`src/rtl/dwt97_pkg.sv`:
```
`timescale 1ns/1ps
// Shared constants for the 9/7 lifting unit: signed Q1.6 step coefficients,
// rounding precision and the fixed first-output latency.
package dwt97_pkg;
    localparam int COEF_W = 8;
    localparam int FRAC   = 6;
    localparam logic signed [COEF_W-1:0] K_PRED1 = -8'sd102; // about -1.586
    localparam logic signed [COEF_W-1:0] K_UPD1  = -8'sd3;   // about -0.053
    localparam logic signed [COEF_W-1:0] K_PRED2 = 8'sd57;   // about  0.883
    localparam logic signed [COEF_W-1:0] K_UPD2  = 8'sd28;   // about  0.444
    localparam logic signed [COEF_W-1:0] K_SC_LO = 8'sd74;   // about  1.149
    localparam logic signed [COEF_W-1:0] K_SC_HI = 8'sd56;   // about  1/1.149
    localparam int LATENCY = 10;  // edges, first sample taken to first pair visible
endpackage

```
`src/rtl/dwt97_kcm.sv`:
```
`timescale 1ns/1ps
// Table-driven constant multiplier with round-to-nearest.
// Splits the signed operand into 4-bit slices. Each slice indexes a 16-entry
// table of COEF*slice, and the top slice is signed. Partial products are
// shifted, summed, then rounded by FRAC bits. Purely combinational.
module dwt97_kcm #(
    parameter int XW = 17,
    parameter int OW = 16,
    parameter int CW = 8,
    parameter int FRAC = 6,
    parameter logic signed [CW-1:0] COEF = '0
) (
    input  logic signed [XW-1:0] x,
    output logic signed [OW-1:0] y
);
    localparam int NSL  = (XW + 3) / 4;
    localparam int EW   = NSL * 4;
    localparam int PW   = EW + CW;
    localparam int HALF = 1 << (FRAC - 1);

    function automatic logic signed [PW-1:0] rom_entry(input int idx, input bit top);
        int v;
        v = (top && idx >= 8) ? idx - 16 : idx;
        return PW'(int'(COEF) * v);
    endfunction

    logic signed [EW-1:0] xe;
    logic signed [PW-1:0] part [NSL];
    logic signed [PW-1:0] acc;
    logic signed [PW-1:0] biased;

    assign xe = EW'(x);

    for (genvar i = 0; i < NSL; i++) begin : g_slice
        localparam bit TOP = (i == NSL - 1);
        logic signed [PW-1:0] rom [16];
        // Fill this slice's product table
        always_comb begin
            for (int k = 0; k < 16; k++) rom[k] = rom_entry(k, TOP);
        end
        assign part[i] = rom[xe[4*i +: 4]] <<< (4 * i);
    end

    // Sum shifted partial products
    always_comb begin
        acc = '0;
        for (int i = 0; i < NSL; i++) acc = acc + part[i];
    end

    assign biased = acc + PW'(HALF);
    assign y = OW'(biased >>> FRAC);
endmodule

```
`src/rtl/dwt97_predict.sv`:
```
`timescale 1ns/1ps
// Predict lifting step: d[n] += C*(s[n] + s[n+1]).
// Holds one pair to get the look-ahead even value. At the row's last pair it
// emits the held pair, then on the next cycle flushes the last pair with
// s[M] = s[M-1]. Assumes input tokens are at least two cycles apart.
module dwt97_predict #(
    parameter int DW = 16,
    parameter logic signed [7:0] COEF = '0
) (
    input  logic                 clk,
    input  logic                 rst_n,
    input  logic                 in_vld,
    input  logic                 in_first,
    input  logic                 in_last,
    input  logic signed [DW-1:0] in_s,
    input  logic signed [DW-1:0] in_d,
    output logic                 out_vld,
    output logic                 out_first,
    output logic                 out_last,
    output logic signed [DW-1:0] out_s,
    output logic signed [DW-1:0] out_d
);
    logic signed [DW-1:0] h_s, h_d, nxt_s, prod;
    logic signed [DW:0]   psum;
    logic                 h_first, flush, emit;

    assign nxt_s = flush ? h_s : in_s;
    assign psum  = (DW+1)'(h_s) + (DW+1)'(nxt_s);
    assign emit  = flush || (in_vld && !in_first);

    dwt97_kcm #(.XW(DW+1), .OW(DW), .CW(8), .FRAC(dwt97_pkg::FRAC), .COEF(COEF))
        i_mul (.x(psum), .y(prod));

    // Control state: emit strobe and pending flush
    always_ff @(posedge clk) begin
        if (!rst_n) begin
            out_vld <= 1'b0;
            flush   <= 1'b0;
        end else begin
            out_vld <= emit;
            flush   <= in_vld && in_last;
        end
    end

    // Data path: held pair and stage result
    always_ff @(posedge clk) begin
        if (emit) begin
            out_s     <= h_s;
            out_d     <= h_d + prod;
            out_first <= h_first;
            out_last  <= flush;
        end
        if (in_vld) begin
            h_s     <= in_s;
            h_d     <= in_d;
            h_first <= in_first;
        end
    end
endmodule

```
`src/rtl/dwt97_update.sv`:
```
`timescale 1ns/1ps
// Update lifting step: s[n] += C*(d[n-1] + d[n]), using d[-1] = d[0] at the
// row start. One register stage, with no look-ahead.
module dwt97_update #(
    parameter int DW = 16,
    parameter logic signed [7:0] COEF = '0
) (
    input  logic                 clk,
    input  logic                 rst_n,
    input  logic                 in_vld,
    input  logic                 in_first,
    input  logic                 in_last,
    input  logic signed [DW-1:0] in_s,
    input  logic signed [DW-1:0] in_d,
    output logic                 out_vld,
    output logic                 out_first,
    output logic                 out_last,
    output logic signed [DW-1:0] out_s,
    output logic signed [DW-1:0] out_d
);
    logic signed [DW-1:0] p_d, prv, prod;
    logic signed [DW:0]   psum;

    assign prv  = in_first ? in_d : p_d;
    assign psum = (DW+1)'(prv) + (DW+1)'(in_d);

    dwt97_kcm #(.XW(DW+1), .OW(DW), .CW(8), .FRAC(dwt97_pkg::FRAC), .COEF(COEF))
        i_mul (.x(psum), .y(prod));

    // Valid strobe
    always_ff @(posedge clk) begin
        if (!rst_n) out_vld <= 1'b0;
        else        out_vld <= in_vld;
    end

    // Stage result and previous odd value
    always_ff @(posedge clk) begin
        if (in_vld) begin
            out_s     <= in_s + prod;
            out_d     <= in_d;
            out_first <= in_first;
            out_last  <= in_last;
            p_d       <= in_d;
        end
    end
endmodule

```
`src/rtl/dwt97_lift.sv`:
```
`timescale 1ns/1ps
// Top of the 9/7 lifting unit. It splits the sample stream into even/odd
// pairs, cascades predict/update/predict/update, and scales the results.
// Assumes ROW_LEN is even and at least 6, and at most one sample per cycle.
module dwt97_lift #(
    parameter int IN_W    = 11,
    parameter int DW      = 16,
    parameter int ROW_LEN = 16
) (
    input  logic                 clk,
    input  logic                 rst_n,
    input  logic                 in_valid,
    input  logic [IN_W-1:0]      in_data,
    output logic                 in_ready,
    output logic                 out_valid,
    output logic [DW-1:0]        out_low,
    output logic [DW-1:0]        out_high,
    output logic                 out_first,
    output logic                 out_last
);
    import dwt97_pkg::*;
    localparam int PAIRS = ROW_LEN / 2;
    localparam int CNT_W = $clog2(ROW_LEN);

    typedef struct packed {
        logic                 vld;
        logic                 first;
        logic                 last;
        logic signed [DW-1:0] s;
        logic signed [DW-1:0] d;
    } tok_t;

    logic [CNT_W-1:0]     col, pidx;
    logic signed [DW-1:0] in_x, ev;
    logic                 take;
    tok_t                 t_pair, t_p1, t_u1, t_p2, t_u2;
    logic signed [DW-1:0] lo_n, hi_n;

    assign take = in_valid && in_ready;
    assign in_x = DW'($signed(in_data));
    assign pidx = col >> 1;

    // Ready flag and position within the row
    always_ff @(posedge clk) begin
        if (!rst_n) begin
            in_ready <= 1'b0;
            col      <= '0;
            t_pair.vld <= 1'b0;
        end else begin
            in_ready   <= 1'b1;
            t_pair.vld <= take && col[0];
            if (take) col <= (col == CNT_W'(ROW_LEN - 1)) ? '0 : col + 1'b1;
        end
    end

    // Phase split: keep the even sample and form the pair on the odd one
    always_ff @(posedge clk) begin
        if (take && !col[0]) ev <= in_x;
        if (take && col[0]) begin
            t_pair.s     <= ev;
            t_pair.d     <= in_x;
            t_pair.first <= (pidx == '0);
            t_pair.last  <= (pidx == CNT_W'(PAIRS - 1));
        end
    end

    dwt97_predict #(.DW(DW), .COEF(K_PRED1)) i_p1 (
        .clk, .rst_n, .in_vld(t_pair.vld), .in_first(t_pair.first), .in_last(t_pair.last),
        .in_s(t_pair.s), .in_d(t_pair.d), .out_vld(t_p1.vld), .out_first(t_p1.first),
        .out_last(t_p1.last), .out_s(t_p1.s), .out_d(t_p1.d));

    dwt97_update #(.DW(DW), .COEF(K_UPD1)) i_u1 (
        .clk, .rst_n, .in_vld(t_p1.vld), .in_first(t_p1.first), .in_last(t_p1.last),
        .in_s(t_p1.s), .in_d(t_p1.d), .out_vld(t_u1.vld), .out_first(t_u1.first),
        .out_last(t_u1.last), .out_s(t_u1.s), .out_d(t_u1.d));

    dwt97_predict #(.DW(DW), .COEF(K_PRED2)) i_p2 (
        .clk, .rst_n, .in_vld(t_u1.vld), .in_first(t_u1.first), .in_last(t_u1.last),
        .in_s(t_u1.s), .in_d(t_u1.d), .out_vld(t_p2.vld), .out_first(t_p2.first),
        .out_last(t_p2.last), .out_s(t_p2.s), .out_d(t_p2.d));

    dwt97_update #(.DW(DW), .COEF(K_UPD2)) i_u2 (
        .clk, .rst_n, .in_vld(t_p2.vld), .in_first(t_p2.first), .in_last(t_p2.last),
        .in_s(t_p2.s), .in_d(t_p2.d), .out_vld(t_u2.vld), .out_first(t_u2.first),
        .out_last(t_u2.last), .out_s(t_u2.s), .out_d(t_u2.d));

    dwt97_kcm #(.XW(DW), .OW(DW), .CW(COEF_W), .FRAC(FRAC), .COEF(K_SC_LO))
        i_sc_lo (.x(t_u2.s), .y(lo_n));
    dwt97_kcm #(.XW(DW), .OW(DW), .CW(COEF_W), .FRAC(FRAC), .COEF(K_SC_HI))
        i_sc_hi (.x(t_u2.d), .y(hi_n));

    // Output strobe
    always_ff @(posedge clk) begin
        if (!rst_n) out_valid <= 1'b0;
        else        out_valid <= t_u2.vld;
    end

    // Scaled output pair and row markers
    always_ff @(posedge clk) begin
        if (t_u2.vld) begin
            out_low   <= lo_n;
            out_high  <= hi_n;
            out_first <= t_u2.first;
            out_last  <= t_u2.last;
        end
    end
endmodule

```
`config.mk`:
```
export PLATFORM = sky130hd
export DESIGN_NAME = dwt97_lift
export DESIGN_NICKNAME = d
export VERILOG_FILES = /design/src/rtl/dwt97_pkg.sv /design/src/rtl/dwt97_kcm.sv /design/src/rtl/dwt97_predict.sv /design/src/rtl/dwt97_update.sv /design/src/rtl/dwt97_lift.sv
export SDC_FILE = /design/constraint.sdc
export NUM_CORES = 1
export LEC_CHECK = 0
export BUFFER_PORTS_ARGS = -buffer_cell sky130_fd_sc_hd__buf_2
export CAP_MARGIN = 10
export CORE_MARGIN = 2
export CORE_UTILIZATION = 55
export DETAILED_ROUTE_END_ITERATION = 10
export PLACE_DENSITY_LB_ADDON = 0.15
export SKIP_CTS_REPAIR_TIMING = 1
export SYNTH_ARGS = -nofsm -noshare
export SYNTH_HDL_FRONTEND = slang
export SYNTH_SLANG_ARGS = --single-unit
export TNS_END_PERCENT = 1
```
`constraint.sdc`:
```
create_clock -name clk -period 8.4 [get_ports clk]
set_clock_uncertainty 0.2 [all_clocks]
set_input_delay 0 -clock clk [delete_from_list [all_inputs] [get_ports clk]]
set_output_delay 0 -clock clk [all_outputs]
set_load 0.005 [all_outputs]
```
==> results of run 1 <==
## synth_stat cells (18+ instances only)
library cell  count  area [um^2]
ha_1            374         4680
edfxtp_1        256         7690
inv_1           195          732
nor2_1          166          623
a21oi_1         155          776
xnor2_1         151         1320
nand2_1         138          518
o21ai_0         104          521
fa_1             62         1240
xor2_1           61          534
mux2_2           48          541
a21o_1           47          353
nor3_1           39          195
nor2b_1          35          219
nand2b_1         30          188
mux2i_1          29          290
nand3_1          29          145
clkbuf_1         28          105
o21a_1           28          210
o21bai_1         24          180
a211oi_1         21          158
a31oi_1          18          113
and2_1           18          113
## stage by stage
| stage | hold slack [ps] | TNS (ps) |
|---|---|---|
| after CTS | -577 | 0 |
| final | 8.19 | 0 |
| after global placement | -10.8 | 0 |
| after floorplan | -172 | 0 |
| after global routing | 0.384 | -43.9 |
| after detailed placement | -8.81 | 0 |
## kinds of logic (layout without fill, tap and decap cells)
| logic type | after synthesis | after routing | synth area share (%) |
|---|---|---|---|
| buf+inv | 231 | 345 | 3.76 |
| xor+xnor | 217 | 217 | 8.38 |
| other cells | 1 | 1 | 0.0161 |
| simple gates | 522 | 522 | 10.5 |
| mux | 84 | 84 | 4.20 |
| compound gates | 497 | 497 | 13.7 |
| flops | 269 | 269 | 34.0 |
| fa+ha+maj | 436 | 436 | 25.4 |
## worst paths after layout
| check | start | end | slack, ps | cells past startpoint |
|---|---|---|---|---|
| worst min-delay path | in_data[3] | t_pair[3] | 8 | 2 |
| worst max register to register | i_p1.flush | i_p1.out_d[15] | 580 | 32 |
| worst min register to register | t_pair[9] | i_p1.h_d[9] | 220 | 0 |
| worst max-delay path | i_p1.flush | i_p1.out_d[15] | 580 | 32 |
## per-layer routing
layer	vias to the layer above	track usage [%]
met5	-	0
met4	0	6.14
met3	71	3.07
met2	181	43.0
met1	7706	22.6
li1	8259	-
## worst max-delay path, delay by kind of cell, from the launching register on
| kind | cells | cell delay [ps] |
|---|---|---|
| AO/OA/AOI/OAI | 14 | 2670 |
| XOR/XNOR | 2 | 350 |
| adder cells (fa/ha/maj) | 7 | 2420 |
| buffers and inverters | 3 | 360 |
| flip-flops | 1 | 410 |
| multiplexers | 1 | 350 |
| AND/OR/NAND/NOR | 5 | 800 |
## cell usage in the layout (no fill, tap or decap), types with 21 or more instances in the layout
cell | Yosys | final
o21bai_1 | 24 | 24
o21ai_0 | 104 | 104
ha_1 | 374 | 374
nor2b_1 | 35 | 35
xor2_1 | 61 | 58
mux2_2 | 48 | 48
o21a_1 | 28 | 28
a21o_1 | 47 | 47
fa_1 | 62 | 62
a21oi_1 | 155 | 154
clkbuf_16 | 0 | 35
nor3_1 | 39 | 39
xnor2_1 | 151 | 150
buf_4 | 0 | 24
a211oi_1 | 21 | 21
nand2_1 | 138 | 138
buf_2 | 3 | 49
edfxtp_1 | 256 | 256
nand2b_1 | 30 | 30
mux2i_1 | 29 | 29
nand3_1 | 29 | 29
inv_1 | 195 | 195
nor2_1 | 166 | 164
## power by group through the flow
stage	sequential [mW]	combinational, mW	clock [mW]
floorplan	1.57	1.01	0
global placement	1.57	1.19	0
detailed placement	1.57	1.22	0
CTS	1.54	1.23	1.38
global route	1.54	1.44	1.43
finish	1.54	1.25	1.34
## final cells by class
cell class,count,area [um^2],area share (%)
timing repair buffer,93,626,2.45
tap,539,674,2.64
clock inverter,16,111,0.436
inverter,195,732,2.86
clock buffer,41,898,3.51
sequential,269,7950,31.1
multi-input combinational,1757,14600,57.0
==> metrics.txt, run 1 <==
Core ar. 41900 um^2; Iter 0 DRT Violations 595; Post-Syn Area 23300 um^2; Hold Path Class input port to flip-flop; Gate power share 30.2%; number of global-route vias before repair 16500; DIE WIDTH 210 um; pin count of the biggest net entering global routing 36; Cell Area, Placed 24300 um^2; total CTS buffers 34; wire length on met2 25.0 mm; vias post-DR 16200; period utilization 93.1%; worst slew pin tran 965 ps; Yosys warning count 0; RePlAce Congestion 0.864; die area 44100 um^2; I/O pin count 50; min cycle time layout 7820 ps; Root Driver clkbuf_16; DR WL/cell 15.7 um; Final Hold Fails 0; max_slew headroom 34.0%; clock buffer depth 3; Leak 11.1 nW; Ant. Diodes 0; worst slack at placement 334 ps; mean post-synth cell area 10.3 um^2; Port Buffers 49; Crit Path Max Fanout 9; fin util 61.0%; syn nets 2707; cells after synthesis 2257; Final #Nets 2800; Cells after DPL 2830; drc violations 0; most used cell, CP ha_1; VDD IR max 227 uV; CP max-delay cell fa_1; CP endpoint kind flip-flop; Final Cell Area 25600 um^2; switching part of the total power 29.4%; Initial Util 55.7%; CP Class flip-flop to flip-flop; uppermost routed layer met4; num rows 75; #FFs+latches synth 269; Flop pwr share 37.3%; Slew Viols, Final 0; async set or reset register ratio after synthesis 0%; post-DP HPWL 36.4 mm; die height 210 um; EDFF count, synth 256; sequential fraction of the synthesis area 34.0%; CP arrival 7900 ps; Layout area overhead 9.50%; clock latency at the later pin of the worst-skew pair 540 ps; GRT overflow 0; Int Pwr 2.92 mW; Yosys cell types 80; Total GRT Usage 21.3%; crit start category flip-flop; pwr dens 162 nW/um^2; Final Power 4.13 mW; Non-Filler Instances 2910; CTS tree built; first-pass GRT wire length 76.8 mm; H-tree depth 2; max FFs per register 25; switching power 1.22 mW; layout cells sized above 1 8.98%; clk sink count 269; initial antenna violation count 0; outcome completed; Max stage delay on crit path 510 ps; final wirelength 45.6 mm; required time worst endpoint 8480 ps; clock-pin transition on the worst setup and hold timing paths 60 ps; met3 routed WL 1.18 mm; # fillers 3435; Max Freq 128 MHz; Top reg by flops t_pair; Post-DRT Antenna Nets 0; drt via density 5.57; clock group share of total power 32.5%; MaxCap Viol Count 0; setup violators final 0; Initial DRT Pass Iterations 5; Main synth FF type edfxtp_1; worst setup margin 583 ps; met1 wire length 18.2 mm
(Power assumes the default switching activity.)
==> run 2, diff against run 1 <==
CELL_PAD_IN_SITES_DETAIL_PLACEMENT = 1   (was not set)
CELL_PAD_IN_SITES_GLOBAL_PLACEMENT = 2   (was not set)
CORE_UTILIZATION = 43   (was 55)
GPL_TIMING_DRIVEN = 0   (was not set)
==> run 2 against run 1 <==
- design area rose by 2.5%
- utilization fell by 12 points
- critical path type unchanged
- register-to-register slack got worse by 90 ps
- final cell count rose by 6.3%
- sequential power barely moved
==> metrics.txt, run 2 (synthesis results as in run 1) <==
Final Cell Area 26200 um^2; Cells after DPL 3004; CP arrival 7990 ps; pwr dens 169 nW/um^2; final wirelength 54.6 mm; CP endpoint kind flip-flop; GRT overflow 0; Initial DRT Pass Iterations 5; first-pass GRT wire length 89.6 mm; Cell Area, Placed 24500 um^2; CTS tree built; drt via density 5.41; Max Freq 127 MHz; cell family with most CP delay compound AO/OA/AOI/OAI gates; Non-Filler Instances 3094; Total GRT Usage 19.6%; period utilization 94.1%; required time worst endpoint 8490 ps; Hold Crit Start in_data[5]; Worst Path Buf+Inv 4; max FFs per register 25; max_slew headroom 36.2%; MaxCap Viol Count 0; outcome completed; Final Power 4.42 mW; setup violators final 0; Core ar. 53700 um^2; vias post-DR 16800; VDD IR max 275 uV; pin count of the biggest net entering global routing 36; Layout area overhead 12.2%; Port Buffers 49; most common cell after layout, fill and taps aside ha_1; Post-DRT Antenna Nets 0; clk sink count 269; die height 237 um; clock-pin transition on the worst setup and hold timing paths 70 ps; FF-to-FF Start i_p1.out_first; total CTS buffers 34; worst slew pin tran 957 ps; CP Class flip-flop to flip-flop; Leak 11.2 nW; die area 56200 um^2; min cycle time layout 7900 ps; num rows 85; # fillers 5879; initial antenna violation count 0; most frequent cells in the layout ha_1, edfxtp_1, inv_1, nor2_1, a21oi_1; Iter 0 DRT Violations 490; clock buffer depth 3; Ant. Diodes 0; Final Hold Fails 0; clock latency at the later pin of the worst-skew pair 550 ps; RSZ-0062 raised after global routing yes; number of global-route vias before repair 17800; most used cell, CP ha_1; Root Driver clkbuf_16; Top reg by flops t_pair; Crit Path Max Fanout 10; I/O pin count 50; crit start category flip-flop; DIE WIDTH 237 um; layout cells sized above 1 10.4%; Initial Util 43.5%; Slew Viols, Final 0; RePlAce Congestion 0.844; drc violations 0; DR WL/cell 17.7 um; Min Hold Slack 16.5 ps; Hold Path Class input port to flip-flop; CP max-delay cell fa_1; H-tree depth 2; post-DP HPWL 43.4 mm; Final #Nets 2825; worst setup path startpoint i_p1.out_first; Max stage delay on crit path 490 ps
## run 2: cell count changes in the layout (fill, tap and decap cells not counted), sizes merged
cell / previous run / this run
clkinvlp: 2 / 5
inv: 196 / 198
buf: 73 / 68
clkbuf: 41 / 64
clkinv: 12 / 11
bufinv: 1 / 3
dlygate4sd3: 20 / 23
## run 2: worst paths after layout
path | slack [ps] | cells past startpoint | end
hold / removal | 20 | 2 | t_pair[5]
setup / recovery | 500 | 35 | i_u1.out_s[15]
setup reg to reg | 500 | 35 | i_u1.out_s[15]
hold reg to reg | 210 | 0 | t_pair[18]
## run 2: metal layers
| layer | wire length, um | vias to the layer above | track usage, % |
|---|---|---|---|
| li1 | - | 8305 | - |
| met1 | 23800 | 8245 | 23.2 |
| met2 | 28300 | 130 | 36.7 |
| met3 | 1140 | 70 | 2.58 |
| met4 | 1430 | 0 | 5.89 |
| met5 | 0 | - | 0 |
## run 2: worst reg2reg max path, delay by kind of cell (launching register included)
family                     cells  cell delay [ps]
AOI/OAI and AO/OA             16             3080
adders and majority gates      7             2210
buffers and inverters          4              540
and+or+nand+nor                4              490
xor gates and xnor gates       3              480
DFF                            1              330
muxes                          1              290
## run 2: metrics by stage
| step | worst slack [ps] | util, % | TNS (ps) |
|---|---|---|---|
| 3_3_place_gp | -667 | 45.6 | -2470 |
| 5_1_grt | -124 | 48.8 | -230 |
| 4_1_cts | -906 | 47.7 | -4510 |
| 3_5_place_dp | -829 | 45.6 | -3730 |
| 2_1_floorplan | 829 | - | 0 |
| 6_report | 498 | 48.8 | 0 |
## run 2: power breakdown
part	leakage [nW]	total [mW]	internal [mW]	switching, mW
Combinational	8.26	1.43	0.632	0.798
Clock	0.521	1.45	0.844	0.608
Sequential	2.42	1.54	1.54	0.00500
Total	11.2	4.42	3.01	1.41
## run 2: area by class of cell
| class | instances | area [um^2] | area share [%] |
|---|---|---|---|
| Buffer | 34 | 165 | 0.630 |
| Clock buffer | 37 | 862 | 3.29 |
| Clock inverter | 22 | 226 | 0.864 |
| Inverter | 195 | 732 | 2.79 |
| Multi-Input combinational cell | 1757 | 14800 | 56.4 |
| Sequential cell | 269 | 7960 | 30.4 |
| Tap cell | 696 | 871 | 3.32 |
| Timing Repair Buffer | 84 | 618 | 2.36 |
